===== config.mk =====
export PLATFORM = sky130hd
export DESIGN_NAME = flash_lock_guard
export DESIGN_NICKNAME = d
export VERILOG_FILES = /design/src/rtl/flg_pkg.sv /design/src/rtl/flg_policy.sv /design/src/rtl/flg_busy_timer.sv /design/src/rtl/flg_lock_store.sv /design/src/rtl/flash_lock_guard.sv
export SDC_FILE = /design/constraint.sdc
export NUM_CORES = 1
export LEC_CHECK = 0
export CAP_MARGIN = 20
export CORE_ASPECT_RATIO = 0.75
export CORE_MARGIN = 3
export CORE_UTILIZATION = 25
export CTS_BUF_LIST = sky130_fd_sc_hd__clkbuf_16
export CTS_CLUSTER_DIAMETER = 50
export CTS_CLUSTER_SIZE = 12
export DETAILED_ROUTE_END_ITERATION = 7
export DONT_BUFFER_PORTS = 1
export PLACE_DENSITY_LB_ADDON = 0.12
export SLEW_MARGIN = 20
export SYNTH_ARGS = -nofsm -noshare
export SYNTH_HDL_FRONTEND = slang
export SYNTH_SLANG_ARGS = --single-unit

===== constraint.sdc =====
create_clock -name clk -period 3.4 [get_ports clk]
set_input_delay 0.34 -clock clk [delete_from_list [all_inputs] [get_ports clk]]
set_output_delay 0.34 -clock clk [all_outputs]
set_load 0.01 [all_outputs]

===== src/rtl/flg_pkg.sv =====
package flg_pkg;
  typedef enum logic [2:0] {
    K_ERASE    = 3'd0,
    K_WRITE    = 3'd1,
    K_SET_BLK  = 3'd2,
    K_SET_PERM = 3'd3,
    K_CLR_ALL  = 3'd4
  } op_kind_e;

  function automatic logic kind_known(logic [2:0] k);
    return (k <= 3'd4);
  endfunction
endpackage


===== src/rtl/flg_policy.sv =====
module flg_policy
  import flg_pkg::*;
#(
  parameter int NBLK = 16,
  localparam int BLKW = $clog2(NBLK)
) (
  input  logic [2:0]      kind,
  input  logic [BLKW-1:0] blk,
  input  logic [NBLK-1:0] locks,
  input  logic            perm,
  input  logic            wp_n,
  input  logic            hv_reset,
  output logic            known,
  output logic            allow,
  output logic            set_fail,
  output logic            clr_fail
);
  logic blk_locked;

  always_comb begin
    blk_locked = locks[blk];
    known      = kind_known(kind);
    case (kind)
      K_ERASE, K_WRITE: allow = !blk_locked || wp_n || hv_reset;
      K_SET_BLK:        allow = !perm || hv_reset;
      K_SET_PERM:       allow = 1'b1;
      K_CLR_ALL:        allow = !perm || hv_reset;
      default:          allow = 1'b0;
    endcase
    set_fail = known && !allow && (kind == K_SET_BLK);
    clr_fail = known && !allow && (kind == K_CLR_ALL);
  end
endmodule


===== src/rtl/flg_busy_timer.sv =====
module flg_busy_timer #(
  parameter int LENW = 8
) (
  input  logic            clk,
  input  logic            rst_n,
  input  logic            start,
  input  logic [LENW-1:0] len,
  output logic            busy,
  output logic            fin
);
  logic [LENW-1:0] cnt_q, cnt_d;
  logic            busy_q, busy_d;
  logic            cnt_en;

  always_comb begin
    busy_d = busy_q;
    cnt_d  = cnt_q;
    fin    = busy_q && (cnt_q == '0);
    cnt_en = 1'b0;
    if (busy_q) begin
      cnt_en = 1'b1;
      if (fin) busy_d = 1'b0;
      else     cnt_d  = cnt_q - 1'b1;
    end else if (start) begin
      cnt_en = 1'b1;
      busy_d = 1'b1;
      cnt_d  = (len == '0) ? '0 : len - 1'b1;
    end
  end

  always_ff @(posedge clk or negedge rst_n) begin
    if (!rst_n) begin
      busy_q <= 1'b0;
      cnt_q  <= '0;
    end else if (cnt_en) begin
      busy_q <= busy_d;
      cnt_q  <= cnt_d;
    end
  end

  assign busy = busy_q;

  a_r7_fin_only_when_busy: assert property (@(posedge clk) disable iff (!rst_n)
    fin |=> !busy);
endmodule


===== src/rtl/flg_lock_store.sv =====
module flg_lock_store
  import flg_pkg::*;
#(
  parameter int NBLK = 16,
  localparam int BLKW = $clog2(NBLK)
) (
  input  logic            clk,
  input  logic            rst_n,
  input  logic            apply,
  input  logic [2:0]      kind,
  input  logic [BLKW-1:0] blk,
  output logic [NBLK-1:0] locks,
  output logic            perm
);
  logic [NBLK-1:0] locks_q, locks_d;
  logic            perm_q, perm_d;

  always_comb begin
    locks_d = locks_q;
    perm_d  = perm_q;
    case (kind)
      K_SET_BLK:  locks_d[blk] = 1'b1;
      K_SET_PERM: perm_d       = 1'b1;
      K_CLR_ALL:  locks_d      = '0;
      default: ;
    endcase
  end

  always_ff @(posedge clk or negedge rst_n) begin
    if (!rst_n) begin
      locks_q <= '0;
      perm_q  <= 1'b0;
    end else if (apply) begin
      locks_q <= locks_d;
      perm_q  <= perm_d;
    end
  end

  assign locks = locks_q;
  assign perm  = perm_q;

  a_r4_perm_sticky: assert property (@(posedge clk) disable iff (!rst_n)
    perm_q |=> perm_q);
  a_r7_no_update_idle: assert property (@(posedge clk) disable iff (!rst_n)
    !apply |=> ($stable(locks_q) && $stable(perm_q)));
endmodule


===== src/rtl/flash_lock_guard.sv =====
module flash_lock_guard
  import flg_pkg::*;
#(
  parameter int NBLK = 16,
  parameter int LENW = 8,
  localparam int BLKW = $clog2(NBLK)
) (
  input  logic            clk,
  input  logic            rst_n,
  input  logic            req_valid,
  input  logic [2:0]      req_kind,
  input  logic [BLKW-1:0] req_block,
  input  logic            wp_n,
  input  logic            hv_reset,
  input  logic [LENW-1:0] busy_len,
  output logic            grant,
  output logic            abort,
  output logic            busy,
  output logic            done,
  output logic            sr_protect,
  output logic            sr_set_err,
  output logic            sr_clr_err,
  output logic [NBLK-1:0] lock_bits,
  output logic            perm_lock
);
  logic            accept, known, allow, set_fail, clr_fail, fin, start;
  logic            grant_q, abort_q, done_q;
  logic            prot_q, serr_q, cerr_q;
  logic            flag_en;
  logic [2:0]      pend_kind_q;
  logic [BLKW-1:0] pend_blk_q;

  flg_policy #(.NBLK(NBLK)) u_policy (
    .kind(req_kind), .blk(req_block), .locks(lock_bits), .perm(perm_lock),
    .wp_n(wp_n), .hv_reset(hv_reset), .known(known), .allow(allow),
    .set_fail(set_fail), .clr_fail(clr_fail)
  );

  always_comb begin
    accept  = req_valid && !busy;
    flag_en = accept && known;
    start   = flag_en && allow;
  end

  flg_busy_timer #(.LENW(LENW)) u_timer (
    .clk(clk), .rst_n(rst_n), .start(start), .len(busy_len),
    .busy(busy), .fin(fin)
  );

  flg_lock_store #(.NBLK(NBLK)) u_store (
    .clk(clk), .rst_n(rst_n), .apply(fin), .kind(pend_kind_q),
    .blk(pend_blk_q), .locks(lock_bits), .perm(perm_lock)
  );

  always_ff @(posedge clk or negedge rst_n) begin
    if (!rst_n) begin
      grant_q <= 1'b0;
      abort_q <= 1'b0;
      done_q  <= 1'b0;
    end else begin
      grant_q <= start;
      abort_q <= flag_en && !allow;
      done_q  <= fin;
    end
  end

  always_ff @(posedge clk or negedge rst_n) begin
    if (!rst_n) begin
      prot_q <= 1'b0;
      serr_q <= 1'b0;
      cerr_q <= 1'b0;
    end else if (flag_en) begin
      prot_q <= !allow;
      serr_q <= set_fail;
      cerr_q <= clr_fail;
    end
  end

  always_ff @(posedge clk or negedge rst_n) begin
    if (!rst_n) begin
      pend_kind_q <= '0;
      pend_blk_q  <= '0;
    end else if (start) begin
      pend_kind_q <= req_kind;
      pend_blk_q  <= req_block;
    end
  end

  assign grant      = grant_q;
  assign abort      = abort_q;
  assign done       = done_q;
  assign sr_protect = prot_q;
  assign sr_set_err = serr_q;
  assign sr_clr_err = cerr_q;

  a_r2_grant_abort_excl: assert property (@(posedge clk) disable iff (!rst_n)
    !(grant_q && abort_q));
  a_r9_busy_ignores: assert property (@(posedge clk) disable iff (!rst_n)
    (req_valid && busy) |=> (!grant && !abort));
  a_r5_clear_refused: assert property (@(posedge clk) disable iff (!rst_n)
    (req_valid && !busy && req_kind == 3'd4 && perm_lock && !hv_reset)
      |=> (abort && sr_clr_err && sr_protect && $stable(lock_bits)));
  a_r11_unknown_ignored: assert property (@(posedge clk) disable iff (!rst_n)
    (req_valid && !busy && req_kind > 3'd4) |=> (!grant && !abort && $stable(sr_protect)));
endmodule


==> results of run 1 <==
## per-stage QoR
stage | total power [mW] | area [sq um] | cells | util
after global placement | 1.320 | 2293 | 306 | 0.2798
final | 1.757 | 2457 | 315 | 0.2998
after floorplan | 1.178 | 2198 | 208 | -
after global routing | 1.877 | 2457 | 315 | 0.2998
after detailed placement | 1.308 | 2293 | 306 | 0.2798
after CTS | 1.775 | 2457 | 315 | 0.2998
## cell usage after synthesis (2+ instances only)
master,n,area (sq um)
a22o_1,4,35.03
a21oi_1,8,40.04
xnor2_1,4,35.03
o21ai_0,4,20.02
mux4_1,2,52.55
nand4b_1,2,17.52
and3_1,2,12.51
nand3_1,3,15.01
nor3b_1,2,15.01
mux2_4,9,135.1
clkbuf_1,4,15.01
o22ai_1,4,25.02
mux2i_1,5,50.05
nand2_1,18,67.56
nor3_1,8,40.04
o211ai_1,6,45.04
inv_1,10,37.54
a31oi_1,3,18.77
nor2b_1,5,31.28
dfrtp_1,39,975.9
nor2_1,18,67.56
buf_2,2,10.01
a32o_1,3,30.03
xor2_1,2,17.52
a31o_2,3,26.28
ha_1,2,25.02
a32oi_1,3,26.28
## worst min path at each step
stage                       startpoint             to  slack [ns]  cells after the start
after floorplan                  rst_n          abort        0.04                      0
after global placement           rst_n          grant        0.05                      0
after detailed placement         rst_n          grant        0.05                      0
after CTS                 req_block[1]  pend_blk_q[1]        0.20                      1
after global routing      req_block[1]  pend_blk_q[1]        0.20                      1
final                     req_block[1]  pend_blk_q[1]        0.21                      1
## layout make-up
type,count,area (sq um)
Inverter,12,47.55
Multi-Input combinational cell,150,1139
Tap cell,105,131.4
Sequential cell,39,975.9
Fill cell,862,5741
Timing Repair Buffer,2,30.03
Clock inverter,2,8.758
Clock buffer,5,125.1
## critical path, stage by stage, from the launching register on
cell and delay [ns]:
dfrtp_1 0.43, mux4_1 0.53, a22o_1 0.26, nand2_2 0.09
nand4_2 0.38, o311ai_1 0.45
## power by group through the flow
| stage | Clock, mW | Combinational [mW] | Sequential, mW |
|---|---|---|---|
| 2_1_floorplan | 0 | 0.481 | 0.697 |
| 3_3_place_gp | 0 | 0.533 | 0.787 |
| 3_5_place_dp | 0 | 0.527 | 0.781 |
| 4_1_cts | 0.456 | 0.542 | 0.776 |
| 5_1_grt | 0.480 | 0.594 | 0.803 |
| 6_report | 0.444 | 0.536 | 0.777 |
## state kept, by name, indices dropped and copies added, names as in the netlist
register	flops
u_store.locks	16
u_timer.cnt_q	8
pend_blk_q	4
pend_kind_q	3
abort	1
done	1
grant	1
sr_clr_err	1
sr_protect	1
sr_set_err	1
u_store.perm	1
u_timer.busy	1
## layer usage
layer  vias up  GRT usage  wire, microns
met1       790     0.1921           3035
met2        48     0.1552           2297
li1        777          -              -
met5         -          0              0
met4         0    0.02589             46
met3         4    0.04306            421
## cell families (layout without fill, tap and decap cells)
| kind of cell | count (synthesis) | count (layout) |
|---|---|---|
| mux | 17 | 17 |
| xor+xnor | 6 | 6 |
| compound gates | 53 | 53 |
| simple gates | 72 | 72 |
| fa+ha+maj | 2 | 2 |
| buf+inv | 19 | 21 |
| flops | 39 | 39 |
==> flow_summary.json, run 1 <==
{
  "synthAdderAreaFrac": 0.01138,
  "tightestPinTransition_ns": 0.5805,
  "root_buffer": "clkbuf_16",
  "antenna_found_initial": 0,
  "p_sw_mw": 0.6247,
  "wirelength_microns": 5800,
  "drc_errors": 0,
  "worst-endpoint-required_ns": 3.56,
  "p_int_mw": 1.133,
  "clock_skew_ns": 0.007478,
  "timing.final.crit_share": 0.6670,
  "drive_above_1_share": 0.1524,
  "syn-cell-area_sq_um": 2198,
  "mostFrequentLayoutCells": "dfrtp_1, nor2_1, nand2_1",
  "grt_usage": 0.1220,
  "seq_power_share": 0.442,
  "slew_headroom": 0.6130,
  "end_kind": "flip-flop",
  "synth_mux_area_frac": 0.1133,
  "insertedDiodeCount": 0,
  "crit_start": "u_store.locks[1]",
  "cts_resized": 0,
  "dr.pass1.iters": 4,
  "fp.dieW_microns": 114.3,
  "ff2ff_path_depth": 5,
  "dpl_worst_slack_ns": 1.113,
  "io_buffers": 0,
  "synth.distinct_cells": 60,
  "switching_share": 0.3555,
  "grt_pass1_wl_microns": 9335,
  "period_minus_slack_ns": 2.268,
  "fp-row-count": 28,
  "die_area_sq_um": 9966,
  "timing.final.ws_setup_ns": 1.132,
  "cts_tree": "done",
  "path_clk_slew_ns": 0.06,
  "holdWs_ns": 0.2051,
  "maxCapViolations": 0,
  "arrival_ns": 2.43,
  "yosys_warnings": 0,
  "final_common_cell": "dfrtp_1",
  "clockBufferDepth": 2,
  "rsz0062_at_grt": "no",
  "synth_compound_area_frac": 0.1895,
  "synth_xor_xnor_area_share": 0.02390,
  "grt_pass1_vias": 1598,
  "cts.sinks": 39,
  "setup_violations": 0,
  "routedWlPerCell_microns": 18.41,
  "htreeDepth": 2,
  "cp-start-kind": "flip-flop",
  "cts-hold-fix-buffers": 2,
  "vias": 1619,
  "overflow": 0,
  "cts_setup_buffers": 0,
  "reg2reg_slack_ns": 1.13,
  "synth_edf_count": 0,
  "dr.first_iter.drc_count": 123,
  "outcome": "finished clean",
  "crit_end": "u_timer.cnt_q[7]",
  "io_pins": 44,
  "hpwl_microns": 4306,
  "syn-num-nets": 230,
  "power.density_nw_per_um2": 715.1,
  "synth_async_sr_flop_share": 1.000,
  "gp_congestion": 0.7699,
  "ys_seq_area_frac": 0.4439,
  "synth_top_family_by_area": "compound AO/OA/AOI/OAI gates",
  "fin_tns_setup_ns": 0,
  "start_util": 0.2682,
  "syn_area_per_cell_sq_um": 10.57,
  "via_per_inst": 5.140,
  "core_sq_um": 8198,
  "area_growth_pct": 11.78,
  "fin_nets": 232,
  "fp.dieH_microns": 87.21,
  "cts-buffers-inserted": 5,
  "synthFlopType": "dfrtp_1",
  "r2r-start": "u_store.locks[1]",
  "crit_type": "flip-flop to flip-flop",
  "hp-class": "input port to flip-flop",
  "clk_latency_ns": 0.28,
  "synth-seq-cells": 39,
  "p_leak_nw": 1.062,
  "report.final.slew_viol_count": 0,
  "grt_start_max_net_pins": 40,
  "cp_max_fo": 11,
  "p_comb_frac": 0.305,
  "synth_cells": 208,
  "regToRegEndpoint": "u_timer.cnt_q[7]",
  "peakVddDrop_mv": 0.2245,
  "antenna_left": 0,
  "clkPwrFrac": 0.253,
  "hold_viol": 0,
  "synth-simple-area-share": 0.1799,
  "fmax_mhz": 441.0
}
(Power assumes the default switching activity.)
==> run 2: changes to the inputs <==
- clock period: 3.4 -> 2.2 ns (I/O delays scaled with it)
==> flow_summary.json, run 2 (synthesis results as in run 1) <==
{
  "outcome": "finished clean",
  "clock_skew_ns": 0.006197,
  "timing.final.crit_share": 0.9262,
  "fp.dieH_microns": 87.21,
  "cp-start-kind": "flip-flop",
  "io_buffers": 0,
  "core_sq_um": 8198,
  "period_minus_slack_ns": 2.038,
  "fill_cells": 880,
  "grt_usage": 0.1238,
  "cts.sinks": 39,
  "path_clk_slew_ns": 0.06,
  "finalPower_mw": 2.779,
  "arrival_ns": 2.20,
  "largest_reg_flops": 16,
  "io_pins": 44,
  "rsz0062_at_grt": "no",
  "dr.pass1.iters": 4,
  "power.density_nw_per_um2": 1088,
  "drive_above_1_share": 0.1946,
  "antenna_found_initial": 0,
  "start_util": 0.2682,
  "holdWs_ns": 0.08012,
  "cp_max_fo": 5,
  "root_buffer": "clkbuf_16",
  "timing.final.ws_setup_ns": 0.1623,
  "grt_pass1_vias": 1634,
  "overflow": 0,
  "placedCellCount": 318,
  "wirelength_microns": 6041,
  "report.final.slew_viol_count": 0,
  "p_leak_nw": 1.132,
  "hold_viol": 0,
  "slew_headroom": 0.7300,
  "layout.cells.non_filler": 326,
  "peakVddDrop_mv": 0.2853,
  "via_per_inst": 5.233,
  "vias": 1706,
  "antenna_left": 0,
  "fin_nets": 244,
  "insertedDiodeCount": 0,
  "hp-class": "input port to flip-flop",
  "grt_start_max_net_pins": 40,
  "fp.dieW_microns": 114.3,
  "routedWlPerCell_microns": 18.53,
  "clk_latency_ns": 0.28,
  "fin_tns_setup_ns": 0,
  "cts-buffers-inserted": 5,
  "fp-row-count": 28,
  "finish.instance_area_sq_um": 2555,
  "die_area_sq_um": 9966,
  "cts_resized": 0,
  "placed_area_sq_um": 2396,
  "hpwl_microns": 4516,
  "area_growth_pct": 16.22,
  "final_common_cell": "dfrtp_1",
  "cts-hold-fix-buffers": 2,
  "grt_pass1_wl_microns": 9349,
  "end_kind": "flip-flop",
  "dpl_worst_slack_ns": 0.1555,
  "cts_tree": "done",
  "dr.first_iter.drc_count": 147,
  "cts_setup_buffers": 0,
  "drc_errors": 0,
  "clockBufferDepth": 2,
  "gp_congestion": 0.7833,
  "setup_violations": 0,
  "tightestPinTransition_ns": 0.3999,
  "fmax_mhz": 490.8,
  "mostFrequentLayoutCells": "dfrtp_1, nor2_1, nand2_1",
  "post-route-util": 0.3117,
  "maxCapViolations": 0,
  "worst-endpoint-required_ns": 2.37,
  "htreeDepth": 2,
  "crit_type": "flip-flop to flip-flop"
}
-- run 2: cell types whose count changed in the layout (fill, tap and decap cells not counted), sizes merged --
cell,previous run,this run
inv,12,13
buf,1,13
clkinv,2,0
-- run 2: worst paths after layout --
| kind | depth (start not counted) | from | endpoint | slack [ns] |
|---|---|---|---|---|
| worst max register to register | 6 | u_store.locks[5] | u_timer.cnt_q[0] | 0.16 |
| worst min-delay path | 1 | req_kind[1] | pend_kind_q[1] | 0.08 |
| worst min register to register | 2 | sr_set_err | sr_set_err | 0.54 |
| max in group asynchronous | 2 | rst_n | u_store.locks[14] | 1.59 |
| min in group asynchronous | 2 | rst_n | grant | 0.40 |
| worst max-delay path | 6 | u_store.locks[5] | u_timer.cnt_q[0] | 0.16 |
-- run 2: worst max-delay path, cell delays in order (launching register included) --
cell,delay [ns]
dfrtp_1,0.38
mux4_1,0.51
a22o_1,0.27
nand2b_4,0.17
o21a_4,0.23
inv_4,0.09
mux2_4,0.30
-- run 2: area by class of cell --
class	count	area, sq um	share of cell area
clock inverter	1	3.754	0.001469
timing repair buffer	14	132.6	0.05191
tap	105	131.4	0.05142
clock buffer	5	125.1	0.04897
inverter	12	47.55	0.01861
multi-input combinational	150	1139	0.4456
sequential	39	975.9	0.3820
-- run 2: report_power, final --
| part | leakage (nW) | internal, mW | switching, mW |
|---|---|---|---|
| Sequential | 0.506 | 0.907 | 0.258 |
| Clock | 0.0669 | 0.403 | 0.269 |
| Combinational | 0.558 | 0.472 | 0.470 |
-- run 2: layer usage --
layer / part of all wire / track usage / vias to the layer above
met2: 0.39 / 0.1557 / 73
met5: 0 / 0 / -
met1: 0.51 / 0.1899 / 825
met4: 0.010 / 0.03236 / 0
li1: - / - / 802
met3: 0.091 / 0.05000 / 6
==> run 3: changes to the inputs <==
- SYNTH_HIERARCHICAL: not set -> 1
==> flow_summary.json, run 3 <==
{
  "p_leak_nw": 1.254,
  "dr.first_iter.drc_count": 76,
  "hold_viol": 0,
  "drc_errors": 0,
  "fp-row-count": 28,
  "synth_top_area_frac": 0.4637,
  "synth_area_leaders": "dfrtp_1, mux2_2, o21ai_0",
  "post-route-util": 0.3426,
  "routedWlPerCell_microns": 16.09,
  "path_clk_slew_ns": 0.07,
  "end_kind": "flip-flop",
  "synth_async_sr_flop_share": 1.000,
  "peakVddDrop_mv": 0.3346,
  "io_buffers": 0,
  "grt_pass1_vias": 1610,
  "maxCapViolations": 0,
  "worst-endpoint-required_ns": 2.39,
  "crit_type": "flip-flop to flip-flop",
  "root_buffer": "clkbuf_16",
  "clockBufferDepth": 2,
  "fin_nets": 265,
  "cts_tree": "done",
  "ys_seq_area_frac": 0.4637,
  "synth_most_common_cell": "dfrtp_1",
  "syn_area_per_cell_sq_um": 10.47,
  "largest_reg_flops": 16,
  "ys_top_cells_by_count": "dfrtp_1, nand2_1, o21ai_0",
  "slew_headroom": 0.6757,
  "grt_pass1_wl_microns": 9039,
  "hp-class": "input port to flip-flop",
  "fp.dieW_microns": 111.9,
  "power.density_nw_per_um2": 1021,
  "cp-start-kind": "flip-flop",
  "mostFrequentLayoutCells": "dfrtp_1, buf_4, nand2_1",
  "arrival_ns": 2.60,
  "fp.dieH_microns": 85.46,
  "timing.final.crit_share": 1.096,
  "synth_edf_count": 0,
  "io_pins": 44,
  "syn-num-nets": 225,
  "timing.final.ws_setup_ns": -0.2118,
  "synth_cells": 201,
  "grt_usage": 0.1196,
  "synthFlopType": "dfrtp_1",
  "finish.instance_area_sq_um": 2749,
  "start_util": 0.2623,
  "violations": "negative setup slack",
  "setup_violations": 8,
  "cts.sinks": 39,
  "syn-cell-area_sq_um": 2105,
  "rsz0062_at_grt": "yes",
  "synth-seq-cells": 39,
  "gp_congestion": 0.7649,
  "finalPower_mw": 2.806,
  "die_area_sq_um": 9566,
  "outcome": "complete, but fails checks",
  "antenna_found_initial": 0,
  "clock_skew_ns": 0.009424,
  "dpl_worst_slack_ns": -0.2270,
  "htreeDepth": 2,
  "report.final.slew_viol_count": 0,
  "yosys_warnings": 6,
  "tightestPinTransition_ns": 0.4820,
  "via_per_inst": 4.772,
  "period_minus_slack_ns": 2.412,
  "overflow": 0,
  "insertedDiodeCount": 0,
  "vias": 1656,
  "wirelength_microns": 5582,
  "drive_above_1_share": 0.3017,
  "yosysTopAreaCell": "dfrtp_1",
  "antenna_left": 0,
  "final_common_cell": "dfrtp_1",
  "core_sq_um": 8023,
  "fmax_mhz": 414.6,
  "clk_latency_ns": 0.28,
  "placed_area_sq_um": 2476,
  "cp_max_fo": 5,
  "dr.pass1.iters": 4,
  "synth.distinct_cells": 54,
  "area_growth_pct": 30.62,
  "grt_start_max_net_pins": 40,
  "hpwl_microns": 4295,
  "cts-buffers-inserted": 5
}
[run 3: changes by cell type in the layout (fill, tap and decap cells not counted), sizes merged, moves of 4 or more]
cell / delta
a22o: -4
nand3b: +4
o21ai: +16
a21oi: -4
nor2: -9
nand2: +4
buf: +23
o211ai: -4
[run 3: stage by stage]
step	TNS (ns)	instances	hold slack, ns
6_report	-1.179	347	0.08627
3_5_place_dp	-1.379	335	-0.07370
2_1_floorplan	-1.775	201	-0.07559
5_1_grt	-2.028	347	0.08303
3_3_place_gp	-1.126	335	-0.07424
4_1_cts	-1.499	345	0.08056
[run 3: kinds of logic after synthesis]
| group | share of synthesized area |
|---|---|
| flip-flops | 0.4637 |
| buffers and inverters | 0.03626 |
| XOR/XNOR | 0.01665 |
| multiplexers | 0.1118 |
| AND/OR/NAND/NOR | 0.1938 |
| AO/OA/AOI/OAI | 0.1540 |
| adder cells (fa/ha/maj) | 0.02378 |
[run 3: final timing paths]
| check | end | cells after the start | slack (ns) | startpoint |
|---|---|---|---|---|
| min reg2reg | pend_kind_q[2] | 1 | 0.56 | pend_kind_q[2] |
| min | pend_blk_q[0] | 1 | 0.09 | req_block[0] |
| min in group asynchronous | u_store/locks[0] | 2 | 0.40 | rst_n |
| max in group asynchronous | u_store/perm | 2 | 1.58 | rst_n |
| max reg2reg | u_timer/cnt_q[4] | 9 | -0.21 | u_store/locks[11] |
| max | u_timer/cnt_q[4] | 9 | -0.21 | u_store/locks[11] |
[run 3: per-layer routing]
layer / wire (microns) / GRT usage
met5: 0 / 0
met4: 38 / 0.01965
met3: 342 / 0.04490
met2: 2124 / 0.1561
met1: 3076 / 0.1866
[run 3: timing repair]
| action | CTS | global route |
|---|---|---|
| pin swaps | 0 | 2 |
| resized for setup | 1 | 7 |
| setup endpoints to repair | 8 | 16 |
| endpoints found under the hold margin | 39 | 0 |
| buffers inserted | 0 | 2 |
| hold buffers | 2 | 0 |
[run 3: area by class of cell]
type | instances | area, sq um
Clock buffer | 5 | 125.1
Clock inverter | 3 | 67.56
Fill cell | 814 | 5274
Inverter | 12 | 47.55
Multi-Input combinational cell | 146 | 1105
Sequential cell | 39 | 975.9
Tap cell | 105 | 131.4
Timing Repair Buffer | 37 | 296.5
[run 3: power breakdown]
part | total [mW] | internal, mW | switching (mW)
registers | 1.04 | 0.877 | 0.165
clock network | 0.945 | 0.650 | 0.296
logic | 0.819 | 0.414 | 0.405
total | 2.81 | 1.94 | 0.865
[run 3: critical path, cell delays in order, from the launching register on]
cell,delay (ns)
dfrtp_1,0.37
mux4_2,0.47
mux2_4,0.30
a311oi_4,0.27
nand4b_4,0.14
inv_2,0.09
nor2_2,0.04
a31o_4,0.23
or2_4,0.24
o221ai_2,0.16
